`src/rtl/nand_if_ctrl.sv`:
```
module nand_if_ctrl #(
  parameter int IO_W = 8
) (
  input  logic            clk,
  input  logic            rst_n,
  input  logic            bus_sel,
  input  logic            bus_wr,
  input  logic [4:0]      bus_addr,
  input  logic [15:0]     bus_wdata,
  output logic [15:0]     bus_rdata,
  output logic            bus_wait,
  output logic            nf_ce_n,
  output logic            nf_cle,
  output logic            nf_ale,
  output logic            nf_we_n,
  output logic            nf_re_n,
  output logic [IO_W-1:0] nf_io_out,
  output logic            nf_io_oe,
  input  logic [IO_W-1:0] nf_io_in,
  input  logic            nf_rdy,
  output logic            ecc_clr
);

  localparam logic [4:0]  A_CFG = 5'h00, A_CMD = 5'h04, A_ADR = 5'h08,
                          A_DAT = 5'h0C, A_STA = 5'h10;
  localparam logic [15:0] CFG_MASK = 16'h8F77;
  localparam logic [15:0] CFG_RST  = 16'h0800;

  typedef enum logic [1:0] {S_IDLE, S_SETUP, S_ACT, S_HOLD} phase_t;

  phase_t          st;
  logic [2:0]      cnt;
  logic            op_cle, op_ale, op_rd, rd_done;
  logic [IO_W-1:0] op_byte, rd_buf;
  logic [15:0]     cfg_q;

  wire       en     = cfg_q[15];
  wire [2:0] t_set  = cfg_q[10:8];
  wire [2:0] t_act  = cfg_q[6:4];
  wire [2:0] t_hold = cfg_q[2:0];

  wire fl_reg  = (bus_addr == A_CMD) || (bus_addr == A_ADR) || (bus_addr == A_DAT);
  wire fl_acc  = bus_sel && en && fl_reg;
  wire rd_pend = fl_acc && !bus_wr && (bus_addr == A_DAT) && !rd_done;
  wire busy    = (st != S_IDLE);
  wire take    = bus_sel && !bus_wait;
  wire cfg_wr  = take && bus_wr && (bus_addr == A_CFG);
  wire launch  = !busy && fl_acc && (bus_wr || !rd_done);

  assign bus_wait  = busy || rd_pend;
  assign nf_ce_n   = cfg_q[11];
  assign nf_we_n   = !(st == S_ACT && !op_rd);
  assign nf_re_n   = !(st == S_ACT && op_rd);
  assign nf_cle    = busy && op_cle;
  assign nf_ale    = busy && op_ale;
  assign nf_io_oe  = busy && !op_rd;
  assign nf_io_out = op_byte;

  always_comb begin
    bus_rdata = '0;
    case (bus_addr)
      A_CFG: bus_rdata = cfg_q;
      A_DAT: if (en) bus_rdata[IO_W-1:0] = rd_buf;
      A_STA: bus_rdata[0] = nf_rdy;
      default: bus_rdata = '0;
    endcase
  end

  always_ff @(posedge clk or negedge rst_n) begin
    if (!rst_n) begin
      st      <= S_IDLE;
      cnt     <= '0;
      op_cle  <= 1'b0;
      op_ale  <= 1'b0;
      op_rd   <= 1'b0;
      op_byte <= '0;
      rd_buf  <= '0;
      rd_done <= 1'b0;
      cfg_q   <= CFG_RST;
      ecc_clr <= 1'b0;
    end else begin
      ecc_clr <= cfg_wr && bus_wdata[12];
      if (cfg_wr) cfg_q <= bus_wdata & CFG_MASK;
      if (take && fl_acc) rd_done <= 1'b0;
      case (st)
        S_IDLE: if (launch) begin
          op_cle  <= (bus_addr == A_CMD);
          op_ale  <= (bus_addr == A_ADR);
          op_rd   <= !bus_wr;
          op_byte <= bus_wdata[IO_W-1:0];
          if (t_set == 3'd0) begin
            st  <= S_ACT;
            cnt <= t_act;
          end else begin
            st  <= S_SETUP;
            cnt <= t_set - 3'd1;
          end
        end
        S_SETUP: if (cnt == 3'd0) begin
          st  <= S_ACT;
          cnt <= t_act;
        end else cnt <= cnt - 3'd1;
        S_ACT: if (cnt == 3'd0) begin
          st  <= S_HOLD;
          cnt <= t_hold;
          if (op_rd) rd_buf <= nf_io_in;
        end else cnt <= cnt - 3'd1;
        S_HOLD: if (cnt == 3'd0) begin
          st <= S_IDLE;
          if (op_rd) rd_done <= 1'b1;
        end else cnt <= cnt - 3'd1;
        default: st <= S_IDLE;
      endcase
    end
  end

  AST_ECC_ONE_SHOT: assert property (@(posedge clk) disable iff (!rst_n)
    ecc_clr |=> !ecc_clr);
  AST_ECC_FROM_CFG: assert property (@(posedge clk) disable iff (!rst_n)
    ecc_clr |-> $past(bus_sel && bus_wr && bus_addr == A_CFG && bus_wdata[12]));
  AST_LATCH_EXCL: assert property (@(posedge clk) disable iff (!rst_n)
    !(nf_cle && nf_ale));
  AST_IO_STABLE: assert property (@(posedge clk) disable iff (!rst_n)
    (!nf_we_n && $past(!nf_we_n)) |-> $stable(nf_io_out));
  AST_STROBE_STALLS: assert property (@(posedge clk) disable iff (!rst_n)
    (!nf_we_n || !nf_re_n) |-> bus_wait);
  AST_NO_DUAL_STROBE: assert property (@(posedge clk) disable iff (!rst_n)
    nf_we_n || nf_re_n);
  AST_CFG_HELD: assert property (@(posedge clk) disable iff (!rst_n)
    $past(bus_wait) |-> $stable(cfg_q));

endmodule

```
`config.mk`:
```
export PLATFORM = sky130hd
export DESIGN_NAME = nand_if_ctrl
export DESIGN_NICKNAME = d
export VERILOG_FILES = /design/src/rtl/nand_if_ctrl.sv
export SDC_FILE = /design/constraint.sdc
export NUM_CORES = 1
export LEC_CHECK = 0
export CAP_MARGIN = 20
export CORE_UTILIZATION = 30
export DETAILED_ROUTE_END_ITERATION = 10
export GPL_TIMING_DRIVEN = 0
export HOLD_SLACK_MARGIN = 0.05
export SETUP_SLACK_MARGIN = 0.4
export SKIP_CTS_REPAIR_TIMING = 1
export SYNTH_ARGS = -nofsm -noshare
export SYNTH_HDL_FRONTEND = slang
export SYNTH_SLANG_ARGS = --single-unit
```
`constraint.sdc`:
```
create_clock -name clk -period 3.5 [get_ports clk]
set_clock_uncertainty 0.05 [all_clocks]
set_input_delay 0.7 -clock clk [delete_from_list [all_inputs] [get_ports clk]]
set_output_delay 0.7 -clock clk [all_outputs]
set_load 0.05 [all_outputs]
```
==> results of run 1 <==
==> stage by stage <==
step | utilization (%) | setup WS (ps) | instances | total power, W | hold slack [ps]
CTS | 43.6 | -835 | 321 | 0.00160 | 441
detailed placement | 42.1 | -842 | 313 | 0.00127 | 420
global placement | 42.2 | -825 | 313 | 0.00127 | 409
global route | 43.9 | 408 | 324 | 0.00170 | 472
finish | 43.9 | 457 | 324 | 0.00158 | 435
floorplan | - | 424 | 176 | 0.00107 | 354
==> sequential cells by signal (all words and copies together) (netlist names) <==
name       flops
nf_io_out      8
op_cle         1
cnt            3
ecc_clr        1
cfg_q         11
op_rd          1
op_ale         1
rd_done        1
rd_buf         8
st             2
==> power breakdown <==
part	internal [W]	switching, W
sequential	0.000521	0.0000585
combinational	0.000291	0.000399
clock	0.000160	0.000153
==> layer usage <==
metal	global-route usage (%)	routed length [um]	vias to the layer above
li1	-	-	763
met1	18.4	2180	746
met2	23.7	2320	49
met3	3.68	212	9
met4	4.70	78	0
met5	0	0	-
==> final cells by class <==
class | instances | area [sq um]
Tap cell | 77 | 96.3
Fill cell | 608 | 3560
Clock inverter | 1 | 7.51
Buffer | 8 | 61.3
Sequential cell | 37 | 927
Timing Repair Buffer | 62 | 583
Multi-Input combinational cell | 124 | 993
Clock buffer | 7 | 86.3
Inverter | 8 | 30.0
==> placed cells by master (no fill, tap or decap), types with 4 or more instances in the layout <==
| cell | instances |
|---|---|
| clkdlybuf4s50_1 | 40 |
| dfrtp_1 | 36 |
| mux2_2 | 21 |
| nand2_1 | 11 |
| buf_4 | 9 |
| inv_1 | 8 |
| ha_1 | 8 |
| o21ai_0 | 7 |
| nor2_1 | 6 |
| clkbuf_2 | 6 |
| clkbuf_8 | 6 |
| nor3_1 | 5 |
| a22o_1 | 5 |
| nor2b_1 | 5 |
| mux2_4 | 5 |
| dlymetal6s2s_1 | 5 |
| nand2b_1 | 4 |
| a21oi_1 | 4 |
==> cells by family after synthesis <==
kind of cell | Yosys count
flip-flops | 37
buffers and inverters | 16
adder cells (fa/ha/maj) | 8
AO/OA/AOI/OAI | 37
AND/OR/NAND/NOR | 48
multiplexers | 27
other | 1
==> critical path: cells and delay by family <==
family,cells,cell delay [ps]
buffers and inverters,2,720
AND/OR/NAND/NOR,2,710
AO/OA/AOI/OAI,1,160
==> final timing paths <==
kind	slack, ps	start	cells past startpoint	end
setup / recovery	460	bus_addr[3]	5	bus_rdata[5]
hold / removal	440	op_ale	2	op_ale
setup reg to reg	1320	st[0]	8	cnt[2]
hold reg to reg	440	op_ale	2	op_ale
max in group asynchronous	2440	rst_n	1	nf_io_out[4]
min in group asynchronous	450	rst_n	1	nf_io_out[6]
==> synthesized netlist by cell type, types with 2 or more instances <==
library cell and number:
mux2_4 5, nor2b_1 5, and2_2 3, inv_1 8
dfrtp_1 36, nor2_1 7, o21ai_0 8, o211ai_1 3
a32o_1 2, nor3_1 6, and2_1 3, nand3_1 3
buf_4 3, ha_1 8, nand2b_1 4, nand2_1 11
a22o_1 5, mux2_2 21, clkbuf_1 3, o22ai_1 3
a21oi_1 4, a22oi_1 3
==> results_dict.tcl, run 1 <==
set metrics [dict create \
    num_vias 1567 \
    cts_tree "built" \
    max_freq_ghz 0.329 \
    synth_compound_gate_area_share_pct 13.6 \
    synth_top_family_by_area "multiplexers" \
    gr-total-overflow 0 \
    core.rowCount 29 \
    die_w_um 83.1 \
    h-tree-depth 2 \
    worstPathRequired_ps 2750 \
    synth_adder_area_share_pct 5.07 \
    dr.first_iter.drc_count 87 \
    yosysTopAreaCell "dfrtp_1" \
    gr-usage-all-layers_pct 14.4 \
    final.period_utilization_pct 86.9 \
    ant_nets 0 \
    wire_per_inst_um 14.8 \
    area_growth_pct 41.2 \
    synthTopCellsByArea "dfrtp_1, mux2_2, ha_1" \
    synthArstFlopShare_pct 100 \
    clk_pin_slew_worst_paths_ps 80 \
    placed_area_sq_um 2670 \
    grt_pass1_wl_mm 7.90 \
    maxCapViolations 0 \
    slowest_delay_ps 520 \
    final_area_sq_um 2790 \
    finalHoldViolations 0 \
    numClockSinks 37 \
    gp_congestion 0.849 \
    ios 66 \
    yosysWarnings 0 \
    root_buffer "clkbuf_8" \
    start_util_pct 31.1 \
    setup_viol 0 \
    synthCells 174 \
    ys.flop_type "dfrtp_1" \
    final.min_clock_period_ps 3040 \
    ir_drop_v 0.000247 \
    drcViolationCount 0 \
    synth.avg_cell_area_sq_um 11.3 \
    worstPathCellList "clkdlybuf4s50_1, or4_4, nor2_4, a22o_1, clkbuf_4" \
    grt_pass1_vias 1619 \
    rsz0062_at_grt "no" \
    worst-endpoint-arrival_ps 2290 \
    num-nets-final 288 \
    path_class "in2out" \
    cts_buffers 5 \
    path_max_fanout 5 \
    slowest_stage "or4_4" \
    die_y_um 83.1 \
    worstHoldPathType "reg2reg" \
    total_leakage_power_nw 1.31 \
    end_kind "output pin" \
    clk_path_buf_depth 2 \
    insertion_delay_ps 290 \
    syn_area_sq_um 1970 \
    routed_wl_mm 4.80 \
    final_max_slew_viol_count 0 \
    synth_top_cell_area_share_pct 45.7 \
    synthMuxAreaShare_pct 16.3 \
    synth_edf_count 0 \
    portBuffers 60 \
    drive_gt1_share_pct 27.9 \
    num_antenna_cells 0 \
    critPathLaunchType "input port" \
    detailed_place_hpwl_mm 3.50 \
    synth_xor_area_share_pct 0 \
    slew_headroom_pct 46.0 \
    tns_ps 0 \
    avgViaCountPerCell 4.84 \
    fp.coreArea_sq_um 6350 \
    yosys.area_share.simple_pct 13.3 \
    yosys.cell_types.count 42 \
    dieArea_sq_um 6910 \
    synth_seq_cells 37 \
    outcome "completed" \
    antenna_found_initial 0 \
    p_per_area_nw_per_um2 569 \
    drt_pass1_iterations 4 \
    worstMarginPinSlew_ps 810 \
    grt_start_max_net_pins 38 \
    ys_seq_area_share_pct 47.0 \
]
Note: power is estimated with default switching activity, not from simulation.
==> run 2, diff against run 1 <==
--- a/config.mk
+++ b/config.mk
@@ -8,6 +8,7 @@
 export CAP_MARGIN = 20
 export CORE_UTILIZATION = 30
 export DETAILED_ROUTE_END_ITERATION = 10
+export GPL_ROUTABILITY_DRIVEN = 0
 export GPL_TIMING_DRIVEN = 0
 export HOLD_SLACK_MARGIN = 0.05
 export SETUP_SLACK_MARGIN = 0.4
==> results of run 2 <==
Final layout, timing and power as in run 1 (identical DEF).
==> run 3, diff against run 2 <==
--- a/config.mk
+++ b/config.mk
@@ -6,11 +6,12 @@
 export NUM_CORES = 1
 export LEC_CHECK = 0
 export CAP_MARGIN = 20
-export CORE_UTILIZATION = 30
+export CORE_UTILIZATION = 45
 export DETAILED_ROUTE_END_ITERATION = 10
 export GPL_ROUTABILITY_DRIVEN = 0
 export GPL_TIMING_DRIVEN = 0
 export HOLD_SLACK_MARGIN = 0.05
+export PLACE_DENSITY = 0.79
 export SETUP_SLACK_MARGIN = 0.4
 export SKIP_CTS_REPAIR_TIMING = 1
 export SYNTH_ARGS = -nofsm -noshare
==> run 3 against run 2 <==
  * First-iteration DRC count shrank 25%
  * Sequential share of layout area grew 0.090 points
  * Worst setup slack worse by 28 ps
  * Cell count shrank 8.6%
  * Non-clock buffer count decreased by 1
  * Critical path depth unchanged
  * Core utilization is 24 points higher
  * Clock power increased by 23%
  * Wire length decreased by 2.7%
  * Critical path type unchanged
==> results_dict.tcl, run 3 (same netlist as run 1, synthesis figures left out) <==
set metrics [dict create \
    slew_headroom_pct 43.9 \
    critPathLaunchType "input port" \
    ios 66 \
    max_freq_ghz 0.326 \
    layout_common_cells "clkdlybuf4s50_1, dfrtp_1, mux2_2" \
    final.min_clock_period_ps 3070 \
    insertion_delay_ps 290 \
    detailed_place_hpwl_mm 3.42 \
    outcome "completed" \
    root_buffer "clkbuf_8" \
    num_vias 1578 \
    worstMarginPinSlew_ps 842 \
    ant_nets 0 \
    regToRegSetupSlack_ps 1370 \
    antenna_found_initial 0 \
    clk_path_buf_depth 2 \
    dieArea_sq_um 4650 \
    numClockSinks 37 \
    core.rowCount 23 \
    worstPathRequired_ps 2750 \
    gr-total-overflow 0 \
    startpoint "bus_addr[2]" \
    portBuffers 60 \
    num-nets-final 287 \
    largest_register_ffs 11 \
    final.period_utilization_pct 87.7 \
    total_leakage_power_nw 1.30 \
    setup_viol 0 \
    routed_wl_mm 4.67 \
    area_growth_pct 40.8 \
    ir_drop_v 0.000310 \
    drcViolationCount 0 \
    num_antenna_cells 0 \
    final_area_sq_um 2780 \
    start_util_pct 47.9 \
    drive_gt1_share_pct 28.0 \
    wire_per_inst_um 15.8 \
    nFillCells 336 \
    avgViaCountPerCell 5.33 \
    cts_buffers 5 \
    gr-usage-all-layers_pct 21.8 \
    grt_start_max_net_pins 38 \
    path_max_fanout 5 \
    worstHoldPathType "reg2reg" \
    grt_pass1_wl_mm 7.34 \
    fp.coreArea_sq_um 4120 \
    die_y_um 68.2 \
    die_w_um 68.2 \
    cts_tree "built" \
    end_kind "output pin" \
    final_common_cell "clkdlybuf4s50_1" \
    maxCapViolations 0 \
    reg2reg_to "cnt[2]" \
    tns_ps 0 \
    p_per_area_nw_per_um2 594 \
    stdcell_count 296 \
    placed_cells 286 \
    dr.first_iter.drc_count 65 \
    h-tree-depth 2 \
    final_max_slew_viol_count 0 \
    placed_area_sq_um 2640 \
    r2r_cells 8 \
    finalHoldViolations 0 \
    clk_pin_slew_worst_paths_ps 80 \
    rsz0062_at_grt "no" \
    path_class "in2out" \
    cp-endpoint "bus_rdata[4]" \
    reg2reg_from "st[0]" \
    worst-endpoint-arrival_ps 2320 \
    largest_register "cfg_q" \
    grt_pass1_vias 1540 \
    drt_pass1_iterations 4 \
    power_w 0.00165 \
]
==> run 3: cell types whose count changed in the layout (fill, tap and decap cells not counted), sizes merged <==
cell,delta
buf,+1
bufinv,+1
clkbuf,-3
clkdlybuf4s50,+2
dlymetal6s2s,-2
==> run 3: area by class of cell <==
class / count / area, sq um / share of cell area (%)
repair buffers: 61 / 583 / 21.0
multi-input cells: 124 / 993 / 35.8
flip-flops and latches: 37 / 927 / 33.4
plain buffers: 8 / 61.3 / 2.21
well taps: 50 / 62.6 / 2.25
clock buffers: 6 / 82.6 / 2.97
inverters: 8 / 30.0 / 1.08
clock inverters: 2 / 37.5 / 1.35
==> run 3: critical path, cell delays in order <==
cell and delay [ps]:
clkdlybuf4s50_1 460, or4_4 600, nor2_4 210, a22o_1 180, buf_6 160
==> run 3: report_power, final <==
group / switching, W / internal (W)
clock network: 0.000154 / 0.000232
logic: 0.000391 / 0.000290
registers: 0.0000610 / 0.000521
==> run 3: metrics by stage <==
stage | util [%] | setup slack [ps] | hold WS, ps
after global routing | 67.5 | 387 | 469
after global placement | 64.2 | -623 | 404
after floorplan | - | 424 | 354
after CTS | 67.0 | -712 | 427
after detailed placement | 64.1 | -649 | 409
final | 67.5 | 430 | 442
==> run 3: worst min path at each step <==
stage	from	depth (start not counted)	slack, ps	to
floorplan	rst_n	0	350	cfg_q[0]
global placement	op_cle	2	400	op_cle
detailed placement	op_cle	2	410	op_cle
CTS	op_cle	2	430	op_cle
global route	rd_buf[7]	1	470	rd_buf[7]
finish	op_cle	2	440	op_cle
==> run 3: routing by layer <==
| metal | vias up | global-route usage (%) | part of all wire (%) |
|---|---|---|---|
| li1 | 769 | - | - |
| met1 | 763 | 27.8 | 44 |
| met2 | 42 | 37.5 | 51 |
| met3 | 4 | 5.50 | 4.1 |
| met4 | 0 | 3.91 | 0.51 |
| met5 | - | 0 | 0 |
